### src/rtl/rop_pkg.sv
package rop_pkg;

  typedef enum logic [2:0] {
    OP_FILL  = 3'd0,
    OP_CLEAR = 3'd1,
    OP_OR    = 3'd2,
    OP_AND   = 3'd3,
    OP_XOR   = 3'd4,
    OP_INV   = 3'd5,
    OP_TILE  = 3'd6,
    OP_CMP   = 3'd7
  } rop_op_e;

  typedef enum logic [1:0] {
    ST_IDLE = 2'd0,
    ST_RD   = 2'd1,
    ST_WR   = 2'd2
  } rop_state_e;

  localparam int CMD_EN_BIT   = 7;
  localparam int CMD_GATE_BIT = 6;
  localparam int CMD_KEEP_BIT = 5;

  localparam int SEL_CMD    = 0;
  localparam int SEL_COLOUR = 1;
  localparam int SEL_MASK   = 2;
  localparam int SEL_SKIP   = 3;
  localparam int SEL_TILE0  = 4;

endpackage

### src/rtl/rop_regs.sv
module rop_regs
  import rop_pkg::*;
#(
  parameter int DATA_W = 8,
  parameter int PLANES = 4,
  parameter int SEL_W  = 3
) (
  input  logic                           clk,
  input  logic                           rst_n,
  input  logic                           wr_en,
  input  logic [SEL_W-1:0]               wr_sel,
  input  logic [DATA_W-1:0]              wr_data,
  output logic [7:0]                     cmd_o,
  output logic [PLANES-1:0]              colour_o,
  output logic [DATA_W-1:0]              wmask_o,
  output logic [PLANES-1:0]              skip_o,
  output logic [PLANES-1:0][DATA_W-1:0]  tile_o
);

  logic [7:0]                    cmd_q;
  logic [PLANES-1:0]             colour_q;
  logic [DATA_W-1:0]             wmask_q;
  logic [PLANES-1:0]             skip_q;
  logic [PLANES-1:0][DATA_W-1:0] tile_q;

  always_ff @(posedge clk or negedge rst_n) begin
    if (!rst_n) begin
      cmd_q    <= '0;
      colour_q <= '0;
      wmask_q  <= '0;
      skip_q   <= '0;
      tile_q   <= '0;
    end else if (wr_en) begin
      if (wr_sel == SEL_W'(SEL_CMD))    cmd_q    <= wr_data[7:0];
      if (wr_sel == SEL_W'(SEL_COLOUR)) colour_q <= wr_data[PLANES-1:0];
      if (wr_sel == SEL_W'(SEL_MASK))   wmask_q  <= wr_data;
      if (wr_sel == SEL_W'(SEL_SKIP))   skip_q   <= wr_data[PLANES-1:0];
      for (int p = 0; p < PLANES; p++) begin
        if (wr_sel == SEL_W'(SEL_TILE0 + p)) tile_q[p] <= wr_data;
      end
    end
  end

  assign cmd_o    = cmd_q;
  assign colour_o = colour_q;
  assign wmask_o  = wmask_q;
  assign skip_o   = skip_q;
  assign tile_o   = tile_q;

endmodule

### src/rtl/rop_alu.sv
module rop_alu
  import rop_pkg::*;
#(
  parameter int DATA_W = 8
) (
  input  rop_op_e           op,
  input  logic              colour_bit,
  input  logic [DATA_W-1:0] old_data,
  input  logic [DATA_W-1:0] wmask,
  input  logic [DATA_W-1:0] tile,
  input  logic              gate_en,
  input  logic              gate_keep_on_one,
  input  logic [DATA_W-1:0] status,
  output logic [DATA_W-1:0] new_data
);

  logic [DATA_W-1:0] result;
  logic [DATA_W-1:0] merged;
  logic [DATA_W-1:0] keep_sel;

  always_comb begin
    unique case (op)
      OP_FILL:  result = colour_bit ? '1 : '0;
      OP_CLEAR: result = '0;
      OP_OR:    result = colour_bit ? '1 : old_data;
      OP_AND:   result = colour_bit ? old_data : '0;
      OP_XOR:   result = colour_bit ? ~old_data : old_data;
      OP_INV:   result = ~old_data;
      OP_TILE:  result = tile;
      default:  result = old_data;
    endcase
    merged = (old_data & wmask) | (result & ~wmask);
    if (gate_en) begin
      keep_sel = gate_keep_on_one ? status : ~status;
      new_data = (old_data & keep_sel) | (merged & ~keep_sel);
    end else begin
      keep_sel = '0;
      new_data = merged;
    end
  end

  always_comb begin
    if (!gate_en) begin
      AST_MASK_KEEPS: assert ((new_data & wmask) == (old_data & wmask));
    end
  end

endmodule

### src/rtl/rop_seq.sv
module rop_seq
  import rop_pkg::*;
#(
  parameter int PLANES  = 4,
  parameter int ADDR_W  = 15,
  parameter int PLANE_W = $clog2(PLANES),
  parameter int MEM_AW  = ADDR_W + PLANE_W
) (
  input  logic               clk,
  input  logic               rst_n,
  input  logic               trig,
  input  logic [ADDR_W-1:0]  trig_addr,
  input  logic               trig_hires,
  input  logic               enable,
  input  rop_op_e            op,
  input  logic [PLANES-1:0]  skip,
  output logic               busy,
  output logic               done,
  output logic               mem_re,
  output logic               mem_we,
  output logic [MEM_AW-1:0]  mem_addr,
  output logic [PLANE_W-1:0] plane
);

  rop_state_e          state_q, state_d;
  logic [PLANE_W-1:0]  plane_q, plane_d;
  logic [PLANES-1:0]   pend_q, pend_d;
  logic [ADDR_W-1:0]   addr_q, addr_d;
  logic                hires_q, hires_d;
  logic                done_q, done_d;
  logic [PLANES-1:0]   work;

  function automatic logic [PLANE_W-1:0] lowest_set(input logic [PLANES-1:0] v);
    logic [PLANE_W-1:0] idx;
    idx = '0;
    for (int i = PLANES - 1; i >= 0; i--) begin
      if (v[i]) idx = PLANE_W'(i);
    end
    return idx;
  endfunction

  always_comb begin
    state_d = state_q;
    plane_d = plane_q;
    pend_d  = pend_q;
    addr_d  = addr_q;
    hires_d = hires_q;
    done_d  = 1'b0;
    work    = (enable && op != OP_CMP) ? ~skip : '0;
    unique case (state_q)
      ST_IDLE: begin
        if (trig) begin
          addr_d  = trig_addr;
          hires_d = trig_hires;
          if (|work) begin
            state_d = ST_RD;
            plane_d = lowest_set(work);
            pend_d  = work;
            pend_d[lowest_set(work)] = 1'b0;
          end else begin
            done_d = 1'b1;
          end
        end
      end
      ST_RD: state_d = ST_WR;
      ST_WR: begin
        if (|pend_q) begin
          state_d = ST_RD;
          plane_d = lowest_set(pend_q);
          pend_d[lowest_set(pend_q)] = 1'b0;
        end else begin
          state_d = ST_IDLE;
          done_d  = 1'b1;
        end
      end
      default: state_d = ST_IDLE;
    endcase
  end

  always_ff @(posedge clk or negedge rst_n) begin
    if (!rst_n) begin
      state_q <= ST_IDLE;
      plane_q <= '0;
      pend_q  <= '0;
      addr_q  <= '0;
      hires_q <= 1'b0;
      done_q  <= 1'b0;
    end else begin
      state_q <= state_d;
      plane_q <= plane_d;
      pend_q  <= pend_d;
      addr_q  <= addr_d;
      hires_q <= hires_d;
      done_q  <= done_d;
    end
  end

  assign busy     = (state_q != ST_IDLE);
  assign done     = done_q;
  assign mem_re   = (state_q == ST_RD);
  assign mem_we   = (state_q == ST_WR);
  assign plane    = plane_q;
  assign mem_addr = hires_q ? {plane_q, addr_q} : {1'b0, plane_q, addr_q[ADDR_W-2:0]};

  AST_RD_BEFORE_WR: assert property (@(posedge clk) disable iff (!rst_n)
    mem_we |-> $past(mem_re));
  AST_SAME_ADDR: assert property (@(posedge clk) disable iff (!rst_n)
    mem_we |-> mem_addr == $past(mem_addr));
  AST_DONE_IDLE: assert property (@(posedge clk) disable iff (!rst_n)
    done |-> !busy);
  AST_NO_SKIPPED_WRITE: assert property (@(posedge clk) disable iff (!rst_n)
    (mem_we || mem_re) |-> !skip[plane]);
  AST_BUSY_TRIG_IGNORED: assert property (@(posedge clk) disable iff (!rst_n)
    (busy && trig) |=> $stable(addr_q));

endmodule

### src/rtl/vram_rop_unit.sv
module vram_rop_unit
  import rop_pkg::*;
#(
  parameter int DATA_W = 8,
  parameter int PLANES = 4,
  parameter int ADDR_W = 15,
  parameter int PROT_W = 3
) (
  input  logic                               clk,
  input  logic                               rst_n,
  input  logic                               cfg_we,
  input  logic [$clog2(SEL_TILE0+PLANES)-1:0] cfg_sel,
  input  logic [DATA_W-1:0]                  cfg_wdata,
  input  logic [PROT_W-1:0]                  page_protect,
  input  logic [DATA_W-1:0]                  cmp_status,
  input  logic                               trig,
  input  logic [ADDR_W-1:0]                  trig_addr,
  input  logic                               trig_hires,
  input  logic [DATA_W-1:0]                  mem_rdata,
  output logic                               mem_re,
  output logic                               mem_we,
  output logic [ADDR_W+$clog2(PLANES)-1:0]   mem_addr,
  output logic [DATA_W-1:0]                  mem_wdata,
  output logic                               busy,
  output logic                               done
);

  localparam int PLANE_W = $clog2(PLANES);
  localparam int MEM_AW  = ADDR_W + PLANE_W;
  localparam int SEL_W   = $clog2(SEL_TILE0 + PLANES);

  logic [1:0]                    rst_pipe;
  logic                          rst_sync_n;
  logic [7:0]                    cmd;
  logic [PLANES-1:0]             colour;
  logic [DATA_W-1:0]             wmask;
  logic [PLANES-1:0]             skip_reg;
  logic [PLANES-1:0][DATA_W-1:0] tile;
  logic [PLANES-1:0]             skip_all;
  logic [PLANE_W-1:0]            plane;

  always_ff @(posedge clk or negedge rst_n) begin
    if (!rst_n) rst_pipe <= 2'b00;
    else        rst_pipe <= {rst_pipe[0], 1'b1};
  end
  assign rst_sync_n = rst_pipe[1];

  for (genvar p = 0; p < PLANES; p++) begin : g_skip
    if (p < PROT_W) begin : g_prot
      assign skip_all[p] = skip_reg[p] | page_protect[p];
    end else begin : g_noprot
      assign skip_all[p] = skip_reg[p];
    end
  end

  rop_regs #(.DATA_W(DATA_W), .PLANES(PLANES), .SEL_W(SEL_W)) u_regs (
    .clk      (clk),
    .rst_n    (rst_sync_n),
    .wr_en    (cfg_we),
    .wr_sel   (cfg_sel),
    .wr_data  (cfg_wdata),
    .cmd_o    (cmd),
    .colour_o (colour),
    .wmask_o  (wmask),
    .skip_o   (skip_reg),
    .tile_o   (tile)
  );

  rop_seq #(.PLANES(PLANES), .ADDR_W(ADDR_W)) u_seq (
    .clk        (clk),
    .rst_n      (rst_sync_n),
    .trig       (trig),
    .trig_addr  (trig_addr),
    .trig_hires (trig_hires),
    .enable     (cmd[CMD_EN_BIT]),
    .op         (rop_op_e'(cmd[2:0])),
    .skip       (skip_all),
    .busy       (busy),
    .done       (done),
    .mem_re     (mem_re),
    .mem_we     (mem_we),
    .mem_addr   (mem_addr),
    .plane      (plane)
  );

  rop_alu #(.DATA_W(DATA_W)) u_alu (
    .op               (rop_op_e'(cmd[2:0])),
    .colour_bit       (colour[plane]),
    .old_data         (mem_rdata),
    .wmask            (wmask),
    .tile             (tile[plane]),
    .gate_en          (cmd[CMD_GATE_BIT]),
    .gate_keep_on_one (cmd[CMD_KEEP_BIT]),
    .status           (cmp_status),
    .new_data         (mem_wdata)
  );

  AST_PROTECTED_UNTOUCHED: assert property (@(posedge clk) disable iff (!rst_sync_n)
    (mem_we && PLANE_W'(plane) < PLANE_W'(PROT_W)) |-> !page_protect[plane]);
  AST_CMP_NO_ACCESS: assert property (@(posedge clk) disable iff (!rst_sync_n)
    (cmd[2:0] == 3'd7 && !busy) |=> !mem_re);

endmodule

### config.mk
export PLATFORM = sky130hd
export DESIGN_NAME = vram_rop_unit
export DESIGN_NICKNAME = d
export VERILOG_FILES = /design/src/rtl/rop_pkg.sv /design/src/rtl/rop_regs.sv /design/src/rtl/rop_alu.sv /design/src/rtl/rop_seq.sv /design/src/rtl/vram_rop_unit.sv
export SDC_FILE = /design/constraint.sdc
export NUM_CORES = 1
export LEC_CHECK = 0
export BUFFER_PORTS_ARGS = -buffer_cell sky130_fd_sc_hd__buf_2
export CAP_MARGIN = 15
export CORE_MARGIN = 1.5
export CORE_UTILIZATION = 55
export DETAILED_ROUTE_END_ITERATION = 10
export PLACE_DENSITY_LB_ADDON = 0.25
export SLEW_MARGIN = 10
export SYNTH_ARGS = -nofsm -noshare
export SYNTH_HDL_FRONTEND = slang
export SYNTH_HIERARCHICAL = 1
export SYNTH_SLANG_ARGS = --single-unit
### constraint.sdc
create_clock -name clk -period 3.6 [get_ports clk]
set_clock_uncertainty 0.15 [all_clocks]
set_input_delay 0.72 -clock clk [delete_from_list [all_inputs] [get_ports clk]]
set_output_delay 0.72 -clock clk [all_outputs]
set_load 0.01 [all_outputs]
# Word-level counts from Yosys, hierarchy flattened
# Cells that the tools add are included.
[totals] reg_bits=83 latchBits=0 romBits=0 n_memories=0 input_bits=50 mem_bits_rw=0 wordCells=121 output_inout_bits=29
[classes] n_shift=0 muxes=43 n_lt_le_gt_ge=5 bitwise=18 n_div=0 eq_ne=19 n_reduce_logical=21 add_sub_neg=0 n_mul=0
[op_table] operator="$mux W8" n=7
[op_table] operator="$pmux W8 S7" n=1
[op_table] operator="$and A8 B8 Y8" n=4
[op_table] operator="$not A8 Y8" n=4
[op_table] operator="$mux W2" n=15
[op_table] operator="$eq A3 B3 Y1 const B" n=7
[op_table] operator="$reduce_and A2 Y1" n=10
[op_table] operator="$mux W17" n=1
[op_table] operator="$bmux W8 S2" n=1
[op_table] operator="$mux W4" n=4
[op_table] operator="$or A8 B8 Y8" n=2
[op_table] operator="$eq A3 B2 Y1 const B" n=4
[op_table] operator="$not A4 Y4" n=3
[op_table] operator="$lt A2 B3 Y1 const B" n=3
[op_table] operator="$and A4 B4 Y4" n=2
[op_table] operator="$pmux W4 S2" n=1
[op_table] operator="$reduce_or A4 Y1" n=2
[op_table] operator="$mux W1" n=7
[op_table] operator="$eq A3 B1 Y1 const B" n=2
[op_table] operator="$logic_not A3 Y1" n=2
[op_table] operator="$pmux W2 S3" n=1
[op_table] operator="$demux W1 S2" n=2
[op_table] operator="$ge A2 B1 Y1 const B" n=2
[op_table] operator="$ne A2 B1 Y1 const B" n=2
[op_table] operator="other kinds (12)" n=17

# Logic depth before layout (Yosys ltp)
# Gate-level depths: netlist of run 1.
[depth] depth_word=19 ltp_mapped=8 mapped_depth_nobuf=7

# Cells and area by module
# Netlist of run 1, hierarchy kept.
[by_module_without_submodules] mod="rop_regs" area_per_inst_um2=2159.6 instances=1 cells_each=126
[by_module_without_submodules] mod="rop_seq" area_per_inst_um2=1223.7 instances=1 cells_each=97
[by_module_without_submodules] mod="rop_alu" area_per_inst_um2=894.6 instances=1 cells_each=119
[by_module_without_submodules] mod="vram_rop_unit" area_per_inst_um2=291.5 instances=1 cells_each=17

# Worst setup path before layout of run 1
# OpenSTA, ideal clock, no wires.
[synth_path] path_type="reg-to-output" start="register u_seq.plane_q[0] (netlist: u_seq/plane[0])" end="output mem_wdata[7]" required_time_ns=2.730 arrival_time_ns=2.226 path_buffers=1 path_slack_ns=0.504 path_stages_with_launch=9 path_cell_list="dfrtp_1 -> buf_6 -> mux4_2 -> inv_1 -> ha_1 -> mux2_1 -> nand2_1 -> o311a_1 -> o31ai_2"
[synth_between] elab_chain_len=9 word_cells_on_any_way=14
[synth_rtl] item="from (decl)" line="rop_seq.sv:26" rtl="logic [PLANE_W-1:0] plane_q, plane_d;"
[synth_rtl] item="from (signal assigned)" line="rop_seq.sv:90" rtl="plane_q <= plane_d;"
[synth_rtl] item="$bmux W1 S2" line="vram_rop_unit.sv:88" rtl=".colour_bit (colour[plane]),"
[synth_rtl] item="$mux W1 (implied by the code)" line="vram_rop_unit.sv:88"
[synth_rtl] item="$mux W8 (on tied branches)"
[synth_rtl] item="$pmux W8 S7 *" line="rop_alu.sv:22" rtl="unique case (op)"
[synth_rtl] item="$and A8 B8 Y8 *" line="rop_alu.sv:32" rtl="merged = (old_data & wmask) | (result & ~wmask);"
[synth_rtl] item="$or A8 B8 Y8 *" line="rop_alu.sv:32"
[synth_rtl] item="$and A8 B8 Y8" line="rop_alu.sv:35" rtl="new_data = (old_data & keep_sel) | (merged & ~keep_sel);"
[synth_rtl] item="$or A8 B8 Y8" line="rop_alu.sv:35"
[synth_rtl] item="$mux W8 *" line="rop_alu.sv:33" rtl="if (gate_en) begin"
[synth_rtl] item="to (decl)" line="vram_rop_unit.sv:23" rtl="output logic [DATA_W-1:0] mem_wdata,"
# Every way passes the cells marked *; elsewhere a longest branch is shown, timed or not. The select of a mux whose other input is x is not followed.

# Worst setup path after layout of run 1
# Same ends and word-level chain as after synthesis.

==> impl_metrics.json, run 1 <==
{
  "numCtsBuffers": 9,
  "nets": 487,
  "maxUsedRoutingLayer": "met4",
  "via_per_inst": 5.73,
  "antenna_left": 0,
  "ys_warn_count": 6,
  "required_ns": 2.73,
  "switching_share_pct": 34.6,
  "final_cell_mix": "80 x dfrtp_1, 78 x buf_2, 76 x mux2_2",
  "slew_viol_final": 0,
  "timing.slew.headroom_pct": 33.5,
  "hold_violations": 0,
  "m1WireLength_mm": 4.05,
  "start_util_pct": 57.6,
  "crit_fanout": 9,
  "routed-wl-met3_um": 368,
  "io_pins": 79,
  "nFillCells": 633,
  "core_area_mm2": 0.00781,
  "end_kind": "output port",
  "maxCapViolCount": 0,
  "clock_path_buffers": 2,
  "cts.sinks": 81,
  "tns_ns": 0,
  "fp.dieW_um": 93.4,
  "grt_usage_pct": 22.1,
  "cts_root_buf": "clkbuf_8",
  "die_area_mm2": 0.00873,
  "drt_iter0_markers": 141,
  "port_buffers": 78,
  "met2_length_mm": 4.57,
  "num_rows": 32,
  "max_freq_ghz": 0.293,
  "die-height_um": 93.4,
  "power.density_mw_per_mm2": 674,
  "post_cts_buffers": 0,
  "irDropWorstVdd_v": 0.000428,
  "fin_crit_sh_pct": 94.8,
  "drc": 0,
  "grt_pass1_wl_mm": 14.7,
  "num_antenna_cells": 0,
  "pwr-share-comb_pct": 40.7,
  "overflow": 0,
  "cts_tree": "built",
  "p_leak_nw": 2.31,
  "rsz0062_at_grt": "false",
  "syn_avg_cell_area_um2": 12.7,
  "hold_class": "flop to flop",
  "cp-start-kind": "flop",
  "gp_congestion": 0.774,
  "synth_area_mm2": 0.00450,
  "layout_commonest_cell": "dfrtp_1",
  "via_count": 3016,
  "p_int_w": 0.00223,
  "p_seq_share_pct": 40.7,
  "rrSetupSlack_ns": 1.61,
  "status": "complete, no violations",
  "dp_hpwl_mm": 6.40,
  "grt_antenna_before_repair": 0,
  "p_sw_w": 0.00118,
  "grt_start_max_net_pins": 80,
  "clock_latency_ns": 0.34,
  "min_period_ns": 3.41,
  "syn_inst": 355,
  "syn_to_final_growth_pct": 12.2,
  "wl_per_cell_um": 17.2,
  "p_total_w": 0.00340,
  "totalWireLength_mm": 9.03,
  "clock_power_share_pct": 18.5,
  "setup-violations-final": 0,
  "synth.net_count": 421,
  "firstDrtPassIters": 4,
  "h-tree-depth": 3,
  "first_global_vias": 2914,
  "worstPathArrival_ns": 2.54,
  "worst_slew_pin_slew_ns": 0.998,
  "drive_above_1_share_pct": 47.6,
  "clkTransAtPathRegs_ns": 0.08,
  "critPathKind": "flop to output port"
}
timing repair:
item | 4_1_cts | 5_1_grt
hold buffers | 1 | 0
hold endpoints to repair | 2 | 0
gates resized for setup | 0 | 0
critical path: stages (launching register included):
cell     delay [ns]
dfrtp_1        0.38
mux4_2         0.52
inv_1          0.29
ha_1           0.29
mux2_1         0.28
nand2_1        0.07
o311a_1        0.18
o31ai_2        0.07
buf_2          0.14
through the flow:
stage | utilization [%] | setup WS [ns] | hold WS [ns] | std cells | cell area (um2)
after floorplan | - | 0.504 | 0.181 | 355 | 4500
after global placement | 62.2 | 0.586 | 0.190 | 511 | 4850
after detailed placement | 62.2 | 0.529 | 0.194 | 511 | 4850
after CTS | 64.6 | 0.153 | 0.218 | 526 | 5050
after global routing | 64.6 | 0.0626 | 0.225 | 526 | 5050
final | 64.6 | 0.189 | 0.214 | 526 | 5050
flip-flops by register name, indices dropped and copies added (netlist names):
name,count
rst_pipe,2
u_regs/cmd_o,6
u_regs/colour_o,4
u_regs/skip_o,4
u_regs/tile_o,32
u_regs/wmask_o,8
u_seq/addr_q,15
u_seq/done,1
u_seq/hires_q,1
u_seq/pend_q,4
u_seq/plane,2
u_seq/state_q,2
power by group through the flow:
stage	logic, W	registers [W]	clock network [W]
2_1_floorplan	0.00115	0.00132	0
6_report	0.00139	0.00139	0.000630
4_1_cts	0.00140	0.00138	0.000646
5_1_grt	0.00151	0.00143	0.000681
3_3_place_gp	0.00136	0.00138	0
3_5_place_dp	0.00139	0.00140	0
layer usage:
| metal | vias up | GRT usage, % |
|---|---|---|
| met3 | 2 | 4.23 |
| li1 | 1420 | - |
| met5 | - | 0 |
| met2 | 60 | 35.9 |
| met1 | 1534 | 30.8 |
| met4 | 0 | 5.30 |
path summary, 6_finish.rpt:
check,start,to,depth (start not counted)
max,u_seq/plane[0],mem_wdata[7],8
max reg2reg,u_regs/cmd_o[2],u_seq/plane[1],4
max in group asynchronous,rst_pipe[1],u_regs/wmask_o[7],0
min,rst_pipe[0],rst_pipe[1],0
min in group asynchronous,rst_pipe[1],u_regs/tile_o[8],0
min reg2reg,rst_pipe[0],rst_pipe[1],0
final cells by class:
| cell class | count | area [um2] | share of cell area, % |
|---|---|---|---|
| Clock buffer | 9 | 124 | 2.45 |
| Inverter | 16 | 62.6 | 1.24 |
| Clock inverter | 5 | 57.6 | 1.14 |
| Tap cell | 102 | 128 | 2.53 |
| Multi-Input combinational cell | 227 | 2190 | 43.4 |
| Timing Repair Buffer | 86 | 453 | 8.98 |
| Sequential cell | 81 | 2030 | 40.2 |
Power figures use the tool's default switching activity.
==> inputs of run 2 (changes only) <==
- clock period: 3.6 -> 4 ns (I/O delays scaled with it)
==> impl_metrics.json, run 2 (same netlist as run 1, synthesis figures left out) <==
{
  "required_ns": 3.05,
  "hold_violations": 0,
  "grt_start_max_net_pins": 80,
  "path_buf_inv": 2,
  "grt_antenna_before_repair": 0,
  "totalWireLength_mm": 8.78,
  "rsz0062_at_grt": "false",
  "start_util_pct": 57.6,
  "cts_root_buf": "clkbuf_8",
  "maxCapViolCount": 0,
  "slew_viol_final": 0,
  "nets": 483,
  "timing.slew.headroom_pct": 32.9,
  "setup-violations-final": 0,
  "path_cells": "mux4_2, inv_1, ha_1, mux2_1, nand2_1, o311a_1, o31ai_2, buf_2",
  "worst_slew_pin_slew_ns": 1.01,
  "p_total_w": 0.00306,
  "p_leak_nw": 2.29,
  "pre_cts_ws_ns": 0.690,
  "port_buffers": 78,
  "overflow": 0,
  "cp-start-kind": "flop",
  "power.density_mw_per_mm2": 608,
  "antenna_left": 0,
  "crit_fanout": 11,
  "syn_to_final_growth_pct": 11.8,
  "num_rows": 32,
  "num_antenna_cells": 0,
  "worstPathArrival_ns": 2.75,
  "clock_latency_ns": 0.35,
  "status": "complete, no violations",
  "drc": 0,
  "cts.sinks": 81,
  "drive_above_1_share_pct": 47.4,
  "fin_crit_sh_pct": 92.5,
  "irDropWorstVdd_v": 0.000377,
  "crit_family": "multiplexers",
  "largest_reg_flops": 32,
  "gp_congestion": 0.788,
  "min_period_ns": 3.70,
  "die_area_mm2": 0.00873,
  "dpl.cell_count": 508,
  "routed-wl-met3_um": 306,
  "hold_class": "primary input to asynchronous set/reset pin",
  "numCtsBuffers": 9,
  "io_pins": 79,
  "m1WireLength_mm": 4.09,
  "cts_tree": "built",
  "core_area_mm2": 0.00781,
  "fp.dieW_um": 93.4,
  "dp_hpwl_mm": 6.32,
  "tns_ns": 0,
  "worstSetupStartpoint": "u_seq/plane[0]",
  "clkTransAtPathRegs_ns": 0.08,
  "firstDrtPassIters": 4,
  "ctsHoldBuffers": 0,
  "cpPeakStageDelay_ns": 0.66,
  "max_freq_ghz": 0.270,
  "met2_length_mm": 4.32,
  "maxUsedRoutingLayer": "met4",
  "first_global_vias": 2919,
  "grt_usage_pct": 21.7,
  "final_cell_mix": "80 x dfrtp_1, 78 x buf_2, 76 x mux2_2",
  "fin_cells": 524,
  "via_per_inst": 5.60,
  "critPathKind": "flop to output port",
  "clock_path_buffers": 2,
  "drt_iter0_markers": 103,
  "post_cts_buffers": 0,
  "via_count": 2932,
  "layout_commonest_cell": "dfrtp_1",
  "regToRegStartpoint": "u_seq/state_q[1]",
  "cts_resized": 0,
  "holdWs_ns": 0.0659,
  "layout_setup_ws_ns": 0.299,
  "h-tree-depth": 3,
  "end_kind": "output port",
  "die-height_um": 93.4,
  "wl_per_cell_um": 16.8,
  "cpMaxStageDelayCell": "mux4_2",
  "grt_pass1_wl_mm": 14.4
}
## run 2: cell count changes in the layout (fill, tap and decap cells not counted), sizes merged
| cell | delta |
|---|---|
| clkinvlp | +2 |
| clkbuf | +2 |
| inv | -1 |
| clkinv | -1 |
| buf | -3 |
| dlygate4sd3 | -1 |
## run 2: worst paths after layout
check	end	slack (ns)	depth (start not counted)
setup / recovery	mem_wdata[7]	0.30	8
hold / removal	rst_pipe[1]	0.07	1
setup reg to reg	u_seq/plane[0]	1.74	4
hold reg to reg	rst_pipe[1]	0.21	0
max in group asynchronous	u_seq/addr_q[11]	2.69	0
min in group clk	rst_pipe[1]	0.21	0
## run 2: cell type report
type / instances / area (um2)
Tap cell: 102 / 128
Clock inverter: 5 / 55.1
Fill cell: 628 / 2780
Inverter: 16 / 62.6
Sequential cell: 81 / 2030
Timing Repair Buffer: 82 / 420
Multi-Input combinational cell: 227 / 2190
Clock buffer: 11 / 141
## run 2: per-stage QoR
| stage | utilization (%) | instance area, um2 |
|---|---|---|
| after floorplan | - | 4500 |
| after global placement | 61.9 | 4830 |
| after detailed placement | 61.9 | 4830 |
| after CTS | 64.4 | 5030 |
| after global routing | 64.4 | 5030 |
| final | 64.4 | 5030 |
## run 2: where the power goes
part	switching [W]	internal, W	total (W)
sequential	0.000201	0.00105	0.00125
clock	0.000280	0.000303	0.000583
combinational	0.000568	0.000654	0.00122
## run 2: routing by layer
layer	vias up	GRT usage, %
li1	1408	-
met4	0	4.92
met1	1475	29.3
met2	42	35.6
met3	7	5.20
met5	-	0
